**src/rtl/pau_pkg.sv**
```systemverilog
package pau_pkg;
  typedef enum logic {
    T_IDLE = 1'b0,
    T_RUN  = 1'b1
  } timer_state_e;
endpackage

```
**src/rtl/pau_ref_gen.sv**
```systemverilog
module pau_ref_gen #(
  parameter int SUM_W = 10
) (
  input  logic signed [SUM_W-1:0] sum_i,
  input  logic                    osc_i,
  output logic                    ref_o
);
  logic sum_zero;

  always_comb begin
    sum_zero = (sum_i == '0);
    // zero sum: follow the oscillator so no correction is forced
    ref_o    = sum_zero ? osc_i : ~sum_i[SUM_W-1];
  end
endmodule

```
**src/rtl/pau_edge_timer.sv**
```systemverilog
module pau_edge_timer
  import pau_pkg::*;
#(
  parameter int PHASE_W = 4
) (
  input  logic               clk_i,
  input  logic               rst_ni,
  input  logic               osc_i,
  input  logic               ref_i,
  output logic               res_vld_o,
  output logic [PHASE_W-1:0] res_o
);
  localparam logic [PHASE_W-1:0] CNT_MAX = {PHASE_W{1'b1}};

  timer_state_e       state_q;
  logic [PHASE_W-1:0] cnt_q;
  logic               osc_q, ref_q;
  logic               osc_rise, ref_rise, timeout, hit;

  always_comb begin
    osc_rise  = osc_i & ~osc_q;
    ref_rise  = ref_i & ~ref_q;
    hit       = (state_q == T_RUN) & ref_rise & ~osc_rise;
    timeout   = (state_q == T_RUN) & ~ref_rise & ~osc_rise & (cnt_q == CNT_MAX);
    res_vld_o = (osc_rise & ref_rise) | hit | timeout;
    res_o     = hit ? cnt_q : '0;
  end

  always_ff @(posedge clk_i or negedge rst_ni) begin
    if (!rst_ni) begin
      osc_q   <= 1'b0;
      ref_q   <= 1'b0;
      state_q <= T_IDLE;
      cnt_q   <= '0;
    end else begin
      osc_q <= osc_i;
      ref_q <= ref_i;
      if (osc_rise) begin
        state_q <= ref_rise ? T_IDLE : T_RUN;
        cnt_q   <= PHASE_W'(1);
      end else if (hit || timeout) begin
        state_q <= T_IDLE;
        cnt_q   <= '0;
      end else if (state_q == T_RUN) begin
        cnt_q <= cnt_q + PHASE_W'(1);
      end
    end
  end

  p_coincide_r3: assert property (@(posedge clk_i) disable iff (!rst_ni)
    (osc_rise && ref_rise) |-> (res_vld_o && res_o == '0));

  p_timeout_r4: assert property (@(posedge clk_i) disable iff (!rst_ni)
    (state_q == T_RUN && cnt_q == CNT_MAX && !osc_rise && !ref_rise)
    |=> (state_q == T_IDLE));

  p_restart_r10: assert property (@(posedge clk_i) disable iff (!rst_ni)
    (osc_rise && !ref_rise) |=> (state_q == T_RUN && cnt_q == PHASE_W'(1)));

  p_idle_quiet_r4: assert property (@(posedge clk_i) disable iff (!rst_ni)
    (state_q == T_IDLE && !osc_rise) |-> !res_vld_o);
endmodule

```
**src/rtl/pau_phase_acc.sv**
```systemverilog
module pau_phase_acc #(
  parameter int PHASE_W = 4
) (
  input  logic               clk_i,
  input  logic               rst_ni,
  input  logic               res_vld_i,
  input  logic [PHASE_W-1:0] res_i,
  input  logic               update_i,
  input  logic               load_i,
  input  logic [PHASE_W-1:0] load_phase_i,
  output logic [PHASE_W-1:0] phase_o
);
  logic [PHASE_W-1:0] phase_q, corr_q;
  logic               apply;

  assign apply   = update_i & ~load_i;
  assign phase_o = phase_q;

  always_ff @(posedge clk_i or negedge rst_ni) begin
    if (!rst_ni) begin
      corr_q <= '0;
    end else if (res_vld_i) begin
      corr_q <= res_i;
    end else if (apply) begin
      corr_q <= '0;
    end
  end

  always_ff @(posedge clk_i or negedge rst_ni) begin
    if (!rst_ni) begin
      phase_q <= '0;
    end else if (load_i) begin
      phase_q <= load_phase_i;
    end else if (update_i) begin
      phase_q <= phase_q + corr_q; // wraps modulo 2^PHASE_W
    end
  end

  p_wrap_r5: assert property (@(posedge clk_i) disable iff (!rst_ni)
    (update_i && !load_i) |=> (phase_q == PHASE_W'($past(phase_q) + $past(corr_q))));

  p_consume_r6: assert property (@(posedge clk_i) disable iff (!rst_ni)
    (update_i && !load_i && !res_vld_i) |=> (corr_q == '0));

  p_load_r7: assert property (@(posedge clk_i) disable iff (!rst_ni)
    load_i |=> (phase_q == $past(load_phase_i)));

  p_hold_r9: assert property (@(posedge clk_i) disable iff (!rst_ni)
    (!load_i && !update_i) |=> $stable(phase_q));
endmodule

```
**src/rtl/phase_align_unit.sv**
```systemverilog
module phase_align_unit #(
  parameter int SUM_W   = 10,
  parameter int PHASE_W = 4
) (
  input  logic                    clk_i,
  input  logic                    rst_ni,
  input  logic signed [SUM_W-1:0] sum_i,
  input  logic                    osc_i,
  input  logic                    update_i,
  input  logic                    load_i,
  input  logic [PHASE_W-1:0]      load_phase_i,
  output logic [PHASE_W-1:0]      phase_o
);
  logic               ref_lvl;
  logic               res_vld;
  logic [PHASE_W-1:0] res;

  pau_ref_gen #(.SUM_W(SUM_W)) u_ref (
    .sum_i (sum_i),
    .osc_i (osc_i),
    .ref_o (ref_lvl)
  );

  pau_edge_timer #(.PHASE_W(PHASE_W)) u_timer (
    .clk_i     (clk_i),
    .rst_ni    (rst_ni),
    .osc_i     (osc_i),
    .ref_i     (ref_lvl),
    .res_vld_o (res_vld),
    .res_o     (res)
  );

  pau_phase_acc #(.PHASE_W(PHASE_W)) u_acc (
    .clk_i        (clk_i),
    .rst_ni       (rst_ni),
    .res_vld_i    (res_vld),
    .res_i        (res),
    .update_i     (update_i),
    .load_i       (load_i),
    .load_phase_i (load_phase_i),
    .phase_o      (phase_o)
  );

  p_zero_follow_r2: assert property (@(posedge clk_i) disable iff (!rst_ni)
    (sum_i == '0) |-> (ref_lvl == osc_i));
endmodule

```
**config.mk**
```make
export PLATFORM = sky130hd
export DESIGN_NAME = phase_align_unit
export DESIGN_NICKNAME = d
export VERILOG_FILES = /design/src/rtl/pau_pkg.sv /design/src/rtl/pau_ref_gen.sv /design/src/rtl/pau_edge_timer.sv /design/src/rtl/pau_phase_acc.sv /design/src/rtl/phase_align_unit.sv
export SDC_FILE = /design/constraint.sdc
export NUM_CORES = 1
export LEC_CHECK = 0
export BUFFER_PORTS_ARGS = -buffer_cell sky130_fd_sc_hd__buf_2
export CAP_MARGIN = 30
export CORE_ASPECT_RATIO = 1.2
export CORE_MARGIN = 3
export CORE_UTILIZATION = 50
export DETAILED_ROUTE_END_ITERATION = 10
export HOLD_SLACK_MARGIN = 0.1
export PLACE_DENSITY = 0.83
export REMOVE_ABC_BUFFERS = 1
export SYNTH_ARGS = -nofsm -noshare
export SYNTH_HDL_FRONTEND = slang
export SYNTH_SLANG_ARGS = --single-unit
```
**constraint.sdc**
```tcl
create_clock -name clk_i -period 1.9 [get_ports clk_i]
set_clock_uncertainty 0.05 [all_clocks]
set_input_delay 0.095 -clock clk_i [delete_from_list [all_inputs] [get_ports clk_i]]
set_output_delay 0.095 -clock clk_i [all_outputs]
set_load 0.03 [all_outputs]
```
==> results.json <==
{
  "status": "complete, no violations",
  "fillerInstances": 116,
  "max_slew_margin_pct": 74.7,
  "rows": 15,
  "grt_first_pass_wirelength_mm": 3.31,
  "vias": 755,
  "synth.ff_latch_count": 15,
  "ys_seq_area_share_pct": 44.6,
  "synthAdderAreaFrac_pct": 8.32,
  "overflow": 0,
  "power_mw": 0.766,
  "hold_viol_final": 0,
  "dieWidth_um": 43.5,
  "dp_worst_setup_slack_ns": 0.0117,
  "fin_ws_ns": 0.117,
  "synth_top_family_by_area": "compound AO/OA/AOI/OAI gates",
  "antenna_found_initial": 0,
  "ys_async_sr_fraction_pct": 100,
  "finalMaxSlewViolations": 0,
  "place.gp.congestion": 0.886,
  "die_y_um": 51.0,
  "clock_sinks": 15,
  "hold_slack_ns": 0.111,
  "dp_hpwl_mm": 1.39,
  "clock.fmax_mhz": 561,
  "postRouteAntennaNets": 0,
  "syn_area_per_cell_um2": 10.0,
  "nNetsFinal": 146,
  "finalSetupTns_ns": 0,
  "final_cells": 138,
  "fin_util_pct": 75.5,
  "synth_mux_area_share_pct": 1.19,
  "cts_tree": "yes",
  "power_density_nw_per_um2": 675,
  "ir_drop_uv": 575,
  "routed_wl_mm": 1.83,
  "synth_compound_area_share_pct": 20.7,
  "finalSetupViolCount": 0,
  "finalCriticalPeriod_ns": 1.78,
  "core_area_um2": 1500,
  "htreeDepth": 1,
  "synth_xor_area_share_pct": 2.08,
  "maxCapViolCount": 0,
  "area_delta_synth_final_pct": 34.6,
  "clk_pin_slew_ns": 0.09,
  "synth_ff_type": "dfrtp_1",
  "grt_max_degree": 16,
  "fin_area_um2": 1130,
  "start_util_pct": 56.1,
  "synth.cell_area_um2": 842,
  "drive_above_1_share_pct": 26.4,
  "cp.arrival_ns": 1.93,
  "io_pins": 23,
  "synth_edf_count": 0,
  "min_path_type": "in -> reg",
  "ys_types": 31,
  "cts_root_buf": "clkbuf_4",
  "track_usage_pct": 19.6,
  "post-route-period-util_pct": 93.8,
  "netlist_instances": 84,
  "cts_buffer_depth": 2,
  "crit_type": "reg -> reg",
  "p_leak_nw": 0.500,
  "synth_area_leaders": "dfrtp_1 (45%), ha_1 (5.9%), nand3_1 (4.2%), o2bb2ai_1 (4.2%), o41ai_4 (3.3%)",
  "post_drt_wl_per_cell_um": 13.2,
  "yosysWarnings": 0,
  "dieArea_um2": 2210,
  "end_kind": "flip-flop",
  "worst_pin_slew_ns": 0.376,
  "worstPathMaxFanout": 3,
  "start_kind": "flip-flop",
  "diodes": 0,
  "drt-initial-drc-count": 11,
  "cp.required_ns": 2.05,
  "synth-simple-area-share_pct": 20.1,
  "grt_pass1_vias": 812,
  "dr.pass1.iters": 6,
  "synth_commonest_cells": "dfrtp_1 (15), nand2_1 (7), nand3_1 (7), nor2_1 (7), inv_1 (6)",
  "numCtsBuffers": 3,
  "synth_most_common_cell": "dfrtp_1",
  "rsz0062_at_grt": "no",
  "drc": 0,
  "placed_area_um2": 970,
  "vias_per_cell": 5.47,
  "dp.cells": 122,
  "portBuffers": 22,
  "synth.top_cell.area_share_pct": 44.6,
  "synth_top_area_cell": "dfrtp_1",
  "clkLatencyLatePin_ns": 0.28
}
-- report_power, final --
group / total [mW] / switching [mW] / internal, mW
logic: 0.194 / 0.102 / 0.0918
registers: 0.391 / 0.0385 / 0.352
clock network: 0.181 / 0.103 / 0.0782
total: 0.766 / 0.244 / 0.522
-- final cells by class --
class | count | area (µm²) | share of cell area [%]
clock inverter | 1 | 5.00 | 0.442
inverter | 6 | 22.5 | 1.99
tap | 17 | 21.3 | 1.88
clock buffer | 3 | 22.5 | 1.99
sequential | 15 | 375 | 33.1
multi-input combinational | 62 | 457 | 40.3
timing repair buffer | 34 | 230 | 20.3
-- flip-flops by register name, summed over array words and instances, names as in the netlist --
| name | cells |
|---|---|
| u_timer.osc_q | 1 |
| u_timer.state_q | 1 |
| u_timer.cnt_q | 4 |
| u_acc.corr_q | 4 |
| u_timer.ref_q | 1 |
| u_acc.phase_o | 4 |
-- what timing repair did --
| item | CTS | global route |
|---|---|---|
| hold endpoints to repair | 22 | 0 |
| hold buffers | 13 | 0 |
| gates resized for setup | 1 | 1 |
| setup endpoints to repair | 1 | 2 |
| gates cloned | 0 | 0 |
| buffers inserted | 0 | 0 |
-- routing by layer --
metal	routed length, µm	part of all wire, %	up-vias	GRT usage [%]
li1	-	-	386	-
met1	755	41	348	21.7
met2	976	53	16	37.2
met3	67	3.7	5	2.46
met4	27	1.5	0	7.04
met5	0	0	-	0
-- critical path, stage by stage, from the launching register on --
cell and delay, ns:
dfrtp_1 0.44, ha_4 0.28, a21oi_2 0.15, a21boi_0 0.12
or4_1 0.47, a31oi_1 0.19
-- placed cells by master (no fill, tap or decap), drive strengths merged, types with 2 or more instances in the layout --
cell	Yosys	layout
a211oi	2	2
a21oi	5	5
buf	0	22
clkbuf	1	3
dfrtp	15	15
dlygate4sd3	0	12
ha	4	4
inv	6	6
nand2	8	8
nand3	7	7
nor2	7	7
o21ai	4	4
o2bb2ai	4	4
o31ai	2	2
or4	3	3
xor2	2	2
-- path summary, 6_finish.rpt --
path,start,to,slack [ns],cells past startpoint
hold / removal,update_i,u_acc.phase_o[1],0.11,4
setup reg to reg,u_acc.phase_o[2],u_acc.phase_o[3],0.12,5
min in group asynchronous,rst_ni,u_acc.phase_o[1],0.19,2
max in group asynchronous,rst_ni,u_acc.corr_q[2],1.36,2
hold reg to reg,u_acc.corr_q[0],u_acc.corr_q[0],0.49,2
setup / recovery,u_acc.phase_o[2],u_acc.phase_o[3],0.12,5
-- logic make-up (layout without fill, tap and decap cells) --
group	after synthesis	after routing
buf+inv	7	44
xor+xnor	2	2
compound gates	22	22
mux	1	1
fa+ha+maj	5	5
simple gates	32	32
flops	15	15
(Power assumes the default switching activity.)
